$ cat config.mk
export PLATFORM = sky130hd
export DESIGN_NAME = phase_lock_qual
export DESIGN_NICKNAME = d
export VERILOG_FILES = /design/src/rtl/phase_lock_qual.sv
export SDC_FILE = /design/constraint.sdc
export NUM_CORES = 1
export LEC_CHECK = 0
export BUFFER_PORTS_ARGS = -buffer_cell sky130_fd_sc_hd__buf_2
export CAP_MARGIN = 20
export CORE_AREA = 3 3 40 42
export DETAILED_ROUTE_END_ITERATION = 10
export DIE_AREA = 0 0 43 45
export GPL_ROUTABILITY_DRIVEN = 0
export PLACE_DENSITY = 0.63
export SLEW_MARGIN = 15
export SYNTH_ARGS = -nofsm -noshare
export SYNTH_HDL_FRONTEND = slang
export SYNTH_SLANG_ARGS = --single-unit
$ cat constraint.sdc
create_clock -name clk -period 1.5 [get_ports clk]
set_input_delay 0.075 -clock clk [delete_from_list [all_inputs] [get_ports clk]]
set_output_delay 0.075 -clock clk [all_outputs]
set_load 0.01 [all_outputs]
$ cat src/rtl/phase_lock_qual.sv
module phase_lock_qual #(
  parameter int NREF = 4,
  localparam int IDXW = (NREF > 1) ? $clog2(NREF) : 1
) (
  input  logic            clk,
  input  logic            rst_n,
  input  logic            sec_tick,
  input  logic [IDXW-1:0] main_sel,
  input  logic            raw_lock,
  input  logic [NREF-1:0] ref_active,
  input  logic [NREF-1:0] ref_inband,
  input  logic            alarm_clr_we,
  input  logic [NREF-1:0] alarm_clr_mask,
  output logic            lock_qual,
  output logic [NREF-1:0] phase_alarm,
  output logic [NREF-1:0] ref_valid
);

  logic [IDXW-1:0] sel_q;
  logic            first_tick_q;
  logic            sel_moved;
  logic            lost_phase;

  assign sel_moved  = (main_sel != sel_q);
  assign lost_phase = lock_qual & ~raw_lock & ~sel_moved;

  always_ff @(posedge clk) begin
    if (!rst_n) begin
      sel_q        <= '0;
      first_tick_q <= 1'b0;
      lock_qual    <= 1'b0;
    end else begin
      sel_q <= main_sel;
      if (!raw_lock || sel_moved) begin
        first_tick_q <= 1'b0;
        lock_qual    <= 1'b0;
      end else if (sec_tick) begin
        if (first_tick_q) lock_qual <= 1'b1;
        first_tick_q <= 1'b1;
      end
    end
  end

  for (genvar k = 0; k < NREF; k++) begin : g_ref
    always_ff @(posedge clk) begin
      if (!rst_n)
        phase_alarm[k] <= 1'b0;
      else if (lost_phase && main_sel == IDXW'(k))
        phase_alarm[k] <= 1'b1;
      else if (alarm_clr_we && alarm_clr_mask[k])
        phase_alarm[k] <= 1'b0;
    end
    assign ref_valid[k] = ref_active[k] & ref_inband[k] & ~phase_alarm[k];
  end

endmodule


==> results.json, run 1 <==
{
  "utilization": 0.417,
  "nFillCells": 146,
  "fin_worst_skew_ns": 0.00531,
  "grt_overflow": 0,
  "top_layer_used": "met3",
  "cpPeakStageDelay_ns": 0.33,
  "clk_pin_slew_ns": 0.06,
  "internal_power_uw": 339,
  "worstMarginPinSlew_ns": 0.270,
  "cts_setup_buffers": 0,
  "relSlewSlack": 0.820,
  "syn_avg_cell_area_um2": 9.71,
  "power_switching_uw": 110,
  "cts_root_buf": "clkbuf_4",
  "power_frac_clock": 0.373,
  "layout-drive-gt1-share": 0.537,
  "path_max_fanout": 4,
  "dr.pass1.iters": 3,
  "io_pins": 28,
  "synth-seq-cells": 8,
  "hold_class": "in2reg",
  "netlist_area_um2": 359,
  "report.final.slew_viol_count": 0,
  "end_kind": "flop",
  "reg2regPathDepth": 2,
  "setup_tns_ns": 0,
  "rows": 13,
  "grt_antenna_before_repair": 0,
  "cts_resized": 0,
  "postSynthCellCount": 37,
  "clock_latency_ns": 0.26,
  "wl_met3_um": 99,
  "worstSetupPathType": "reg2reg",
  "synth_cell_type_count": 12,
  "setup_viol": 0,
  "die_width_um": 43,
  "switching_share": 0.245,
  "clock_sinks": 8,
  "rsz0062_at_grt": "no",
  "critical_path_cell_count": 2,
  "die_h_um": 45,
  "grt_pass1_wl_mm": 1.38,
  "synth_top_area_frac": 0.446,
  "hold_violations": 0,
  "num_vias": 381,
  "routed_via_density": 4.65,
  "grt_pass1_vias": 328,
  "ys_seq_area_frac": 0.446,
  "cts_buffer_depth": 2,
  "antenna_left": 0,
  "holdPathStages": 2,
  "p_leak_uw": 0.000275,
  "track_usage": 0.104,
  "total_power_uw": 449,
  "status": "completed",
  "crit_slowest_cell": "dfxtp_1",
  "worstPathCellList": "and4b_1 > a32o_1",
  "dr_wl_met2_um": 409,
  "min_period_ns": 0.873,
  "routedWlPerCell_um": 10.8,
  "cp.arrival_ns": 1.02,
  "wl_met1_um": 378,
  "fmax_mhz": 1150,
  "synth_top_cells_by_area": "dfxtp_1, a32o_1, nand2_1",
  "powerDensity_mw_per_mm2": 839,
  "area_delta_synth_final_pct": 49.1,
  "nNetsFinal": 88,
  "initial_utilization": 0.279,
  "die_area_mm2": 0.00194,
  "synth_top_area_cell": "dfxtp_1",
  "drv_cap": 0,
  "path_delay_family": "flip-flops",
  "cp-start-kind": "flop",
  "htreeDepth": 1,
  "antenna_cells": 0,
  "pwr-share-comb": 0.139,
  "first_iter_violations": 4,
  "irDropWorstVdd_v": 0.000369,
  "critPathBufInv": 0,
  "drc_errors": 0,
  "hold_buffers": 0,
  "grt_max_degree": 10,
  "syn_nets": 56,
  "period_share": 0.582,
  "numPortBuffers": 27,
  "required_ns": 1.65,
  "cts_buffers": 3,
  "core_area_mm2": 0.00128,
  "tritoncts": "yes",
  "ys_warn_count": 0,
  "routed_wirelength_um": 886,
  "seqPwrFrac": 0.489
}
path summary, 6_finish.rpt:
check                      start              to  slack [ns]
setup reg to reg       lock_qual  phase_alarm[2]        0.63
hold / removal       main_sel[0]        sel_q[0]        0.10
setup / recovery       lock_qual  phase_alarm[2]        0.63
hold reg to reg   phase_alarm[3]  phase_alarm[3]        0.52
flip-flops by register name, indices dropped and copies added, names as in the netlist:
register	flops
sel_q	2
phase_alarm	4
lock_qual	1
first_tick_q	1
final cells by class:
type	count	area [um2]	share of cell area
clock buffers	3	22.5	0.0421
well taps	15	18.8	0.0350
flip-flops and latches	8	160	0.299
repair buffers	27	135	0.252
multi-input cells	29	199	0.371
cell usage after synthesis:
| cell | instances |
|---|---|
| and4b_1 | 1 |
| a21oi_1 | 1 |
| and3_1 | 1 |
| and2_2 | 2 |
| nor4_2 | 2 |
| nor4b_2 | 1 |
| xor2_1 | 2 |
| nor3b_2 | 1 |
| a32o_1 | 4 |
| nand2_1 | 9 |
| dfxtp_1 | 8 |
| nor2_1 | 5 |
stage by stage:
step | hold slack [ns] | setup WS (ns) | cells | area [um2]
floorplan | 0.211 | 0.643 | 37 | 359
global placement | 0.359 | 0.645 | 79 | 513
detailed placement | 0.365 | 0.633 | 79 | 513
CTS | 0.0912 | 0.617 | 82 | 536
global route | 0.0957 | 0.542 | 82 | 536
finish | 0.100 | 0.627 | 82 | 536
cells in the final DEF (no fill, tap or decap):
master	n
nor2_1	5
and2_2	2
nand2_1	9
and3_1	1
nor4b_2	1
buf_2	27
nor4_2	2
a21oi_1	1
a32o_1	4
xor2_1	2
and4b_1	1
clkbuf_4	3
dfxtp_1	8
nor3b_2	1
cell families after synthesis:
| family | synth area share |
|---|---|
| AOI/OAI and AO/OA | 0.125 |
| xor gates and xnor gates | 0.0488 |
| DFF | 0.446 |
| and+or+nand+nor | 0.380 |
power by group through the flow:
stage	combinational [uW]	sequential [uW]	clock (uW)
5_1_grt	69.6	220	187
4_1_cts	63.1	219	180
6_report	62.2	219	167
3_5_place_dp	62.8	224	0
2_1_floorplan	25.1	223	0
3_3_place_gp	61.6	224	0
metal layers:
metal	up-vias	GRT usage
met4	0	0.0723
li1	197	-
met2	17	0.144
met1	167	0.112
met3	0	0.0717
met5	-	0
worst reg2reg max path, cell delays in order (launching register included):
cell and delay [ns]:
dfxtp_1 0.33, and4b_1 0.23, a32o_1 0.21
Power figures use the tool's default switching activity.
==> run 2, diff against run 1 <==
--- a/config.mk
+++ b/config.mk
@@ -5,13 +5,14 @@
 export SDC_FILE = /design/constraint.sdc
 export NUM_CORES = 1
 export LEC_CHECK = 0
+export ABC_AREA = 1
 export BUFFER_PORTS_ARGS = -buffer_cell sky130_fd_sc_hd__buf_2
 export CAP_MARGIN = 20
 export CORE_AREA = 3 3 40 42
 export DETAILED_ROUTE_END_ITERATION = 10
 export DIE_AREA = 0 0 43 45
 export GPL_ROUTABILITY_DRIVEN = 0
-export PLACE_DENSITY = 0.63
+export PLACE_DENSITY = 0.65
 export SLEW_MARGIN = 15
 export SYNTH_ARGS = -nofsm -noshare
 export SYNTH_HDL_FRONTEND = slang
==> constraint.sdc (replaced) <==
create_clock -name clk -period 0.9 [get_ports clk]
set_input_delay 0.045 -clock clk [delete_from_list [all_inputs] [get_ports clk]]
set_output_delay 0.045 -clock clk [all_outputs]
set_load 0.01 [all_outputs]
==> run 2 against run 1 <==
Compared with the run above:
- clock skew shrank 0.0035 ns
- register-to-register slack worse by 0.59 ns
- core utilization is 2.8 points higher
- non-clock buffer count did not move
- die area did not move
- synthesized cell count up 51%
- largest cell class unchanged
- highest routed layer is now met4
==> results.json, run 2 <==
{
  "grt_antenna_before_repair": 0,
  "grt_overflow": 0,
  "period_share": 0.956,
  "path_max_fanout": 5,
  "clock_latency_ns": 0.26,
  "grt_max_degree": 7,
  "syn_avg_cell_area_um2": 6.68,
  "track_usage": 0.0945,
  "cpPeakStageDelay_ns": 0.34,
  "syn_nets": 75,
  "synth_top_area_frac": 0.428,
  "drc_errors": 0,
  "status": "completed",
  "worstMarginPinSlew_ns": 0.188,
  "setup_viol": 0,
  "io_pins": 28,
  "relSlewSlack": 0.875,
  "worstPathCellList": "xnor2_4 > nand4_1 > nor2_1",
  "end_kind": "flop",
  "reg2regPathDepth": 3,
  "ys_async_sr_fraction": 0,
  "hold_class": "in2reg",
  "synth_top_cells_by_area": "dfxtp_1, nand2_1, nor2_1",
  "p_leak_uw": 0.000314,
  "holdPathStages": 3,
  "pre_cts_ws_ns": 0.0191,
  "fmax_mhz": 1160,
  "worstSetupPathType": "reg2reg",
  "dr.pass1.iters": 4,
  "netlist_area_um2": 374,
  "routed_wirelength_um": 929,
  "cts_setup_buffers": 0,
  "fin_worst_skew_ns": 0.00184,
  "area_delta_synth_final_pct": 52.8,
  "cp.arrival_ns": 1.06,
  "synth-seq-cells": 8,
  "layout-drive-gt1-share": 0.407,
  "reg2reg_from": "sel_q[0]",
  "drv_cap": 0,
  "nFillCells": 147,
  "rows": 13,
  "grt_pass1_wl_mm": 1.33,
  "nNetsFinal": 107,
  "cts_buffers": 3,
  "synthFlopType": "dfxtp_1",
  "hp-start": "sec_tick",
  "synth_top_cells_by_count": "nand2_1, nor2_1, dfxtp_1, inv_1",
  "clk_pin_slew_ns": 0.05,
  "synth.most_common_cell": "nand2_1",
  "die_area_mm2": 0.00194,
  "clock_sinks": 8,
  "hpwl_um": 707,
  "routed_via_density": 4.30,
  "final_area_um2": 572,
  "setup_tns_ns": 0,
  "powerDensity_mw_per_mm2": 1340,
  "r2r_setup_slack_ns": 0.04,
  "irDropWorstVdd_v": 0.000846,
  "grt_pass1_vias": 330,
  "antenna_cells": 0,
  "postSynthCellCount": 56,
  "tritoncts": "yes",
  "report.final.slew_viol_count": 0,
  "cp-start-kind": "flop",
  "layout_common_cells": "buf_2, nand2_1, nor2_1",
  "crit_slowest_cell": "dfxtp_2",
  "cts_root_buf": "clkbuf_4",
  "ys_seq_area_frac": 0.428,
  "die_width_um": 43,
  "largest_registers": "phase_alarm (4), sel_q (2)",
  "regToRegEndpoint": "first_tick_q",
  "cts_buffer_depth": 2,
  "layout_commonest_cell": "buf_2",
  "antenna_left": 0,
  "total_power_uw": 766,
  "hold_violations": 0,
  "place_area_um2": 528,
  "die_h_um": 45,
  "synth_top_area_cell": "dfxtp_1",
  "htreeDepth": 1,
  "numPortBuffers": 27,
  "synth_cell_type_count": 8,
  "core_area_mm2": 0.00128,
  "setup_slack_ns": 0.0393,
  "synth_edf_count": 0,
  "rsz0062_at_grt": "yes",
  "top_register": "phase_alarm",
  "num_vias": 434,
  "holdPathEnd": "first_tick_q",
  "largest_reg_flops": 4,
  "ys_warn_count": 0,
  "required_ns": 1.09,
  "initial_utilization": 0.291,
  "routedWlPerCell_um": 9.20,
  "hold_buffers": 0,
  "min_period_ns": 0.861,
  "first_iter_violations": 10
}
==> run 2: cell types whose count changed after synthesis, sizes merged, moves of 4 or more <==
cell   before  now
a21oi       1    5
a32o        4    0
inv         0    8
nand2       9   18
nand4       0    5
nor2        5   11
==> run 2: cells by family after synthesis <==
| kind of cell | share of synthesized area |
|---|---|
| buf+inv | 0.0803 |
| xor+xnor | 0.0435 |
| compound gates | 0.0669 |
| simple gates | 0.381 |
| flops | 0.428 |
==> run 2: worst max-delay path: cells and delay by family (launching register included) <==
| family | cells | cell delay (ns) |
|---|---|---|
| flip-flops | 1 | 0.34 |
| AND/OR/NAND/NOR | 2 | 0.28 |
| XOR/XNOR | 1 | 0.18 |
==> run 2: layer usage <==
layer  vias to the layer above  global-route usage  wire [um]
li1                        236                   -          -
met1                       170               0.120        378
met2                        24               0.135        406
met3                         4              0.0398        118
met4                         0              0.0542         25
met5                         -                   0          0
==> run 2: worst max-delay path by stage <==
stage | from | to | cells after the start
final | sel_q[0] | first_tick_q | 3
after global routing | sel_q[0] | first_tick_q | 3
after detailed placement | sel_q[0] | first_tick_q | 3
after CTS | sel_q[0] | lock_qual | 3
after floorplan | lock_qual | phase_alarm[0] | 4
after global placement | lock_qual | phase_alarm[2] | 4
==> run 2: final cells by class <==
type	count	area [um2]	area share
Tap cell	15	18.8	0.0328
Multi-Input combinational cell	40	203	0.354
Inverter	8	30.0	0.0525
Timing Repair Buffer	27	135	0.236
Clock buffer	3	22.5	0.0394
Sequential cell	8	163	0.284
==> run 2: per-stage QoR <==
stage	std cells	utilization	hold WS [ns]
global placement	98	0.411	0.283
detailed placement	98	0.411	0.289
CTS	101	0.428	0.0221
finish	101	0.445	0.0186
floorplan	56	-	0.138
global route	101	0.445	0.0586
==> run 2: where the power goes <==
part | total (uW) | switching (uW) | leakage, uW | internal (uW)
sequential | 366 | 5.02 | 0.0000658 | 361
clock | 277 | 124 | 0.0000138 | 153
combinational | 123 | 63.9 | 0.000234 | 59.0
==> run 2: timing repair <==
action	in CTS	in global routing
hold endpoints to repair	0	0
gates resized for setup	0	5
endpoints found under the setup margin	0	6
==> run 3, diff against run 2 <==
--- a/config.mk
+++ b/config.mk
@@ -5,14 +5,13 @@
 export SDC_FILE = /design/constraint.sdc
 export NUM_CORES = 1
 export LEC_CHECK = 0
-export ABC_AREA = 1
 export BUFFER_PORTS_ARGS = -buffer_cell sky130_fd_sc_hd__buf_2
 export CAP_MARGIN = 20
 export CORE_AREA = 3 3 40 42
 export DETAILED_ROUTE_END_ITERATION = 10
 export DIE_AREA = 0 0 43 45
 export GPL_ROUTABILITY_DRIVEN = 0
-export PLACE_DENSITY = 0.65
+export PLACE_DENSITY = 0.63
 export SLEW_MARGIN = 15
 export SYNTH_ARGS = -nofsm -noshare
 export SYNTH_HDL_FRONTEND = slang
==> run 3 against run 2 <==
Compared with the run above:
- sequential power hardly changed
- highest routed layer unchanged
- fmax barely moved
- largest cell class unchanged
- cell area shrank 3.5%
- cell count shrank 19%
- clock power barely moved
- critical path depth shrank 1
==> results.json, run 3 (same netlist as run 1, synthesis figures left out) <==
{
  "instances_no_fill": 82,
  "die_h_um": 45,
  "irDropWorstVdd_v": 0.000484,
  "hold_class": "in2reg",
  "clock_sinks": 8,
  "seqPwrFrac": 0.490,
  "cts_buffers": 3,
  "antenna_cells": 0,
  "layout_common_cells": "buf_2, nand2_1",
  "grt_pass1_vias": 340,
  "cts_buffer_depth": 2,
  "tritoncts": "yes",
  "relSlewSlack": 0.822,
  "io_pins": 28,
  "dr.pass1.iters": 2,
  "cts_root_buf": "clkbuf_4",
  "grt_antenna_before_repair": 0,
  "hold_violations": 0,
  "pwr-share-comb": 0.144,
  "largest_registers": "phase_alarm (4), sel_q (2)",
  "fin_worst_skew_ns": 0.00308,
  "layout_commonest_cell": "buf_2",
  "routed_via_density": 4.83,
  "cts_setup_buffers": 0,
  "drc_errors": 0,
  "total_power_uw": 750,
  "initial_utilization": 0.279,
  "htreeDepth": 1,
  "worstMarginPinSlew_ns": 0.266,
  "hold_buffers": 0,
  "nNetsFinal": 88,
  "status": "completed",
  "worstSetupPathType": "reg2reg",
  "post-place-cells": 79,
  "rows": 13,
  "routed_wirelength_um": 883,
  "num_vias": 396,
  "clock_latency_ns": 0.26,
  "cts_resized": 0,
  "powerDensity_mw_per_mm2": 1360,
  "drv_cap": 0,
  "routedWlPerCell_um": 10.8,
  "hpwl_um": 710,
  "area_delta_synth_final_pct": 53.7,
  "die_width_um": 43,
  "p_leak_uw": 0.000276,
  "power_frac_clock": 0.367,
  "switching_share": 0.244,
  "path_max_fanout": 4,
  "report.final.slew_viol_count": 0,
  "core_area_mm2": 0.00128,
  "largest_reg_flops": 4,
  "power_switching_uw": 183,
  "clk_pin_slew_ns": 0.05,
  "fmax_mhz": 1160,
  "end_kind": "flop",
  "cp-start-kind": "flop",
  "numPortBuffers": 27,
  "required_ns": 1.04,
  "grt_overflow": 0,
  "setup_viol": 0,
  "top_register": "phase_alarm",
  "grt_max_degree": 10,
  "first_iter_violations": 4,
  "track_usage": 0.102,
  "rsz0062_at_grt": "yes",
  "grt_pass1_wl_mm": 1.35,
  "min_period_ns": 0.861,
  "r2r_setup_slack_ns": 0.04,
  "layout-drive-gt1-share": 0.612,
  "cp.arrival_ns": 1.00,
  "period_share": 0.957,
  "internal_power_uw": 567,
  "setup_tns_ns": 0,
  "die_area_mm2": 0.00194,
  "antenna_left": 0
}
run 3: changes by cell type in the layout (fill, tap and decap cells not counted), moves of 2 or more:
cell	delta
nand2_1	-8
and2_2	+2
nor4_2	+2
nand4_1	-5
inv_1	-8
a21oi_1	-4
a32o_1	+4
nor2_1	-6
xor2_1	+2
dfxtp_2	+2
dfxtp_1	-2
run 3: metrics by stage:
stage | area [um2] | util | setup slack, ns | hold WS (ns)
finish | 552 | 0.429 | 0.0389 | 0.0762
global route | 552 | 0.429 | -0.000518 | 0.0707
CTS | 536 | 0.417 | 0.0189 | 0.0630
detailed placement | 513 | 0.399 | 0.0329 | 0.333
global placement | 513 | 0.399 | 0.0451 | 0.329
floorplan | 359 | - | 0.0430 | 0.180
run 3: metal layers:
layer  share of wire  routed length, um  up-vias  GRT usage
met5               0                  0        -          0
met4           0.017                 15        0     0.0723
met3            0.11                 95        3     0.0757
met2            0.45                397       18      0.135
met1            0.42                374      178      0.112
li1                -                  -      197          -
run 3: worst paths after layout:
kind	startpoint	cells after the start	to
min	main_sel[0]	2	sel_q[0]
min reg2reg	phase_alarm[2]	1	phase_alarm[2]
max reg2reg	lock_qual	2	phase_alarm[2]
max	lock_qual	2	phase_alarm[2]
run 3: final cells by class:
cell class,count,area (um2)
fillers,136,733
multi-input cells,29,210
flip-flops and latches,8,165
repair buffers,27,135
clock buffers,3,22.5
well taps,15,18.8
run 3: worst max-delay path, cell delays in order, from the launching register on:
cell and delay, ns:
dfxtp_2 0.33, and4b_1 0.21, a32o_1 0.21
run 3: power by group through the flow:
stage | sequential (uW) | combinational, uW | clock, uW
4_1_cts | 366 | 105 | 293
3_3_place_gp | 373 | 103 | 0
6_report | 367 | 108 | 275
5_1_grt | 368 | 120 | 304
2_1_floorplan | 372 | 41.8 | 0
3_5_place_dp | 373 | 105 | 0
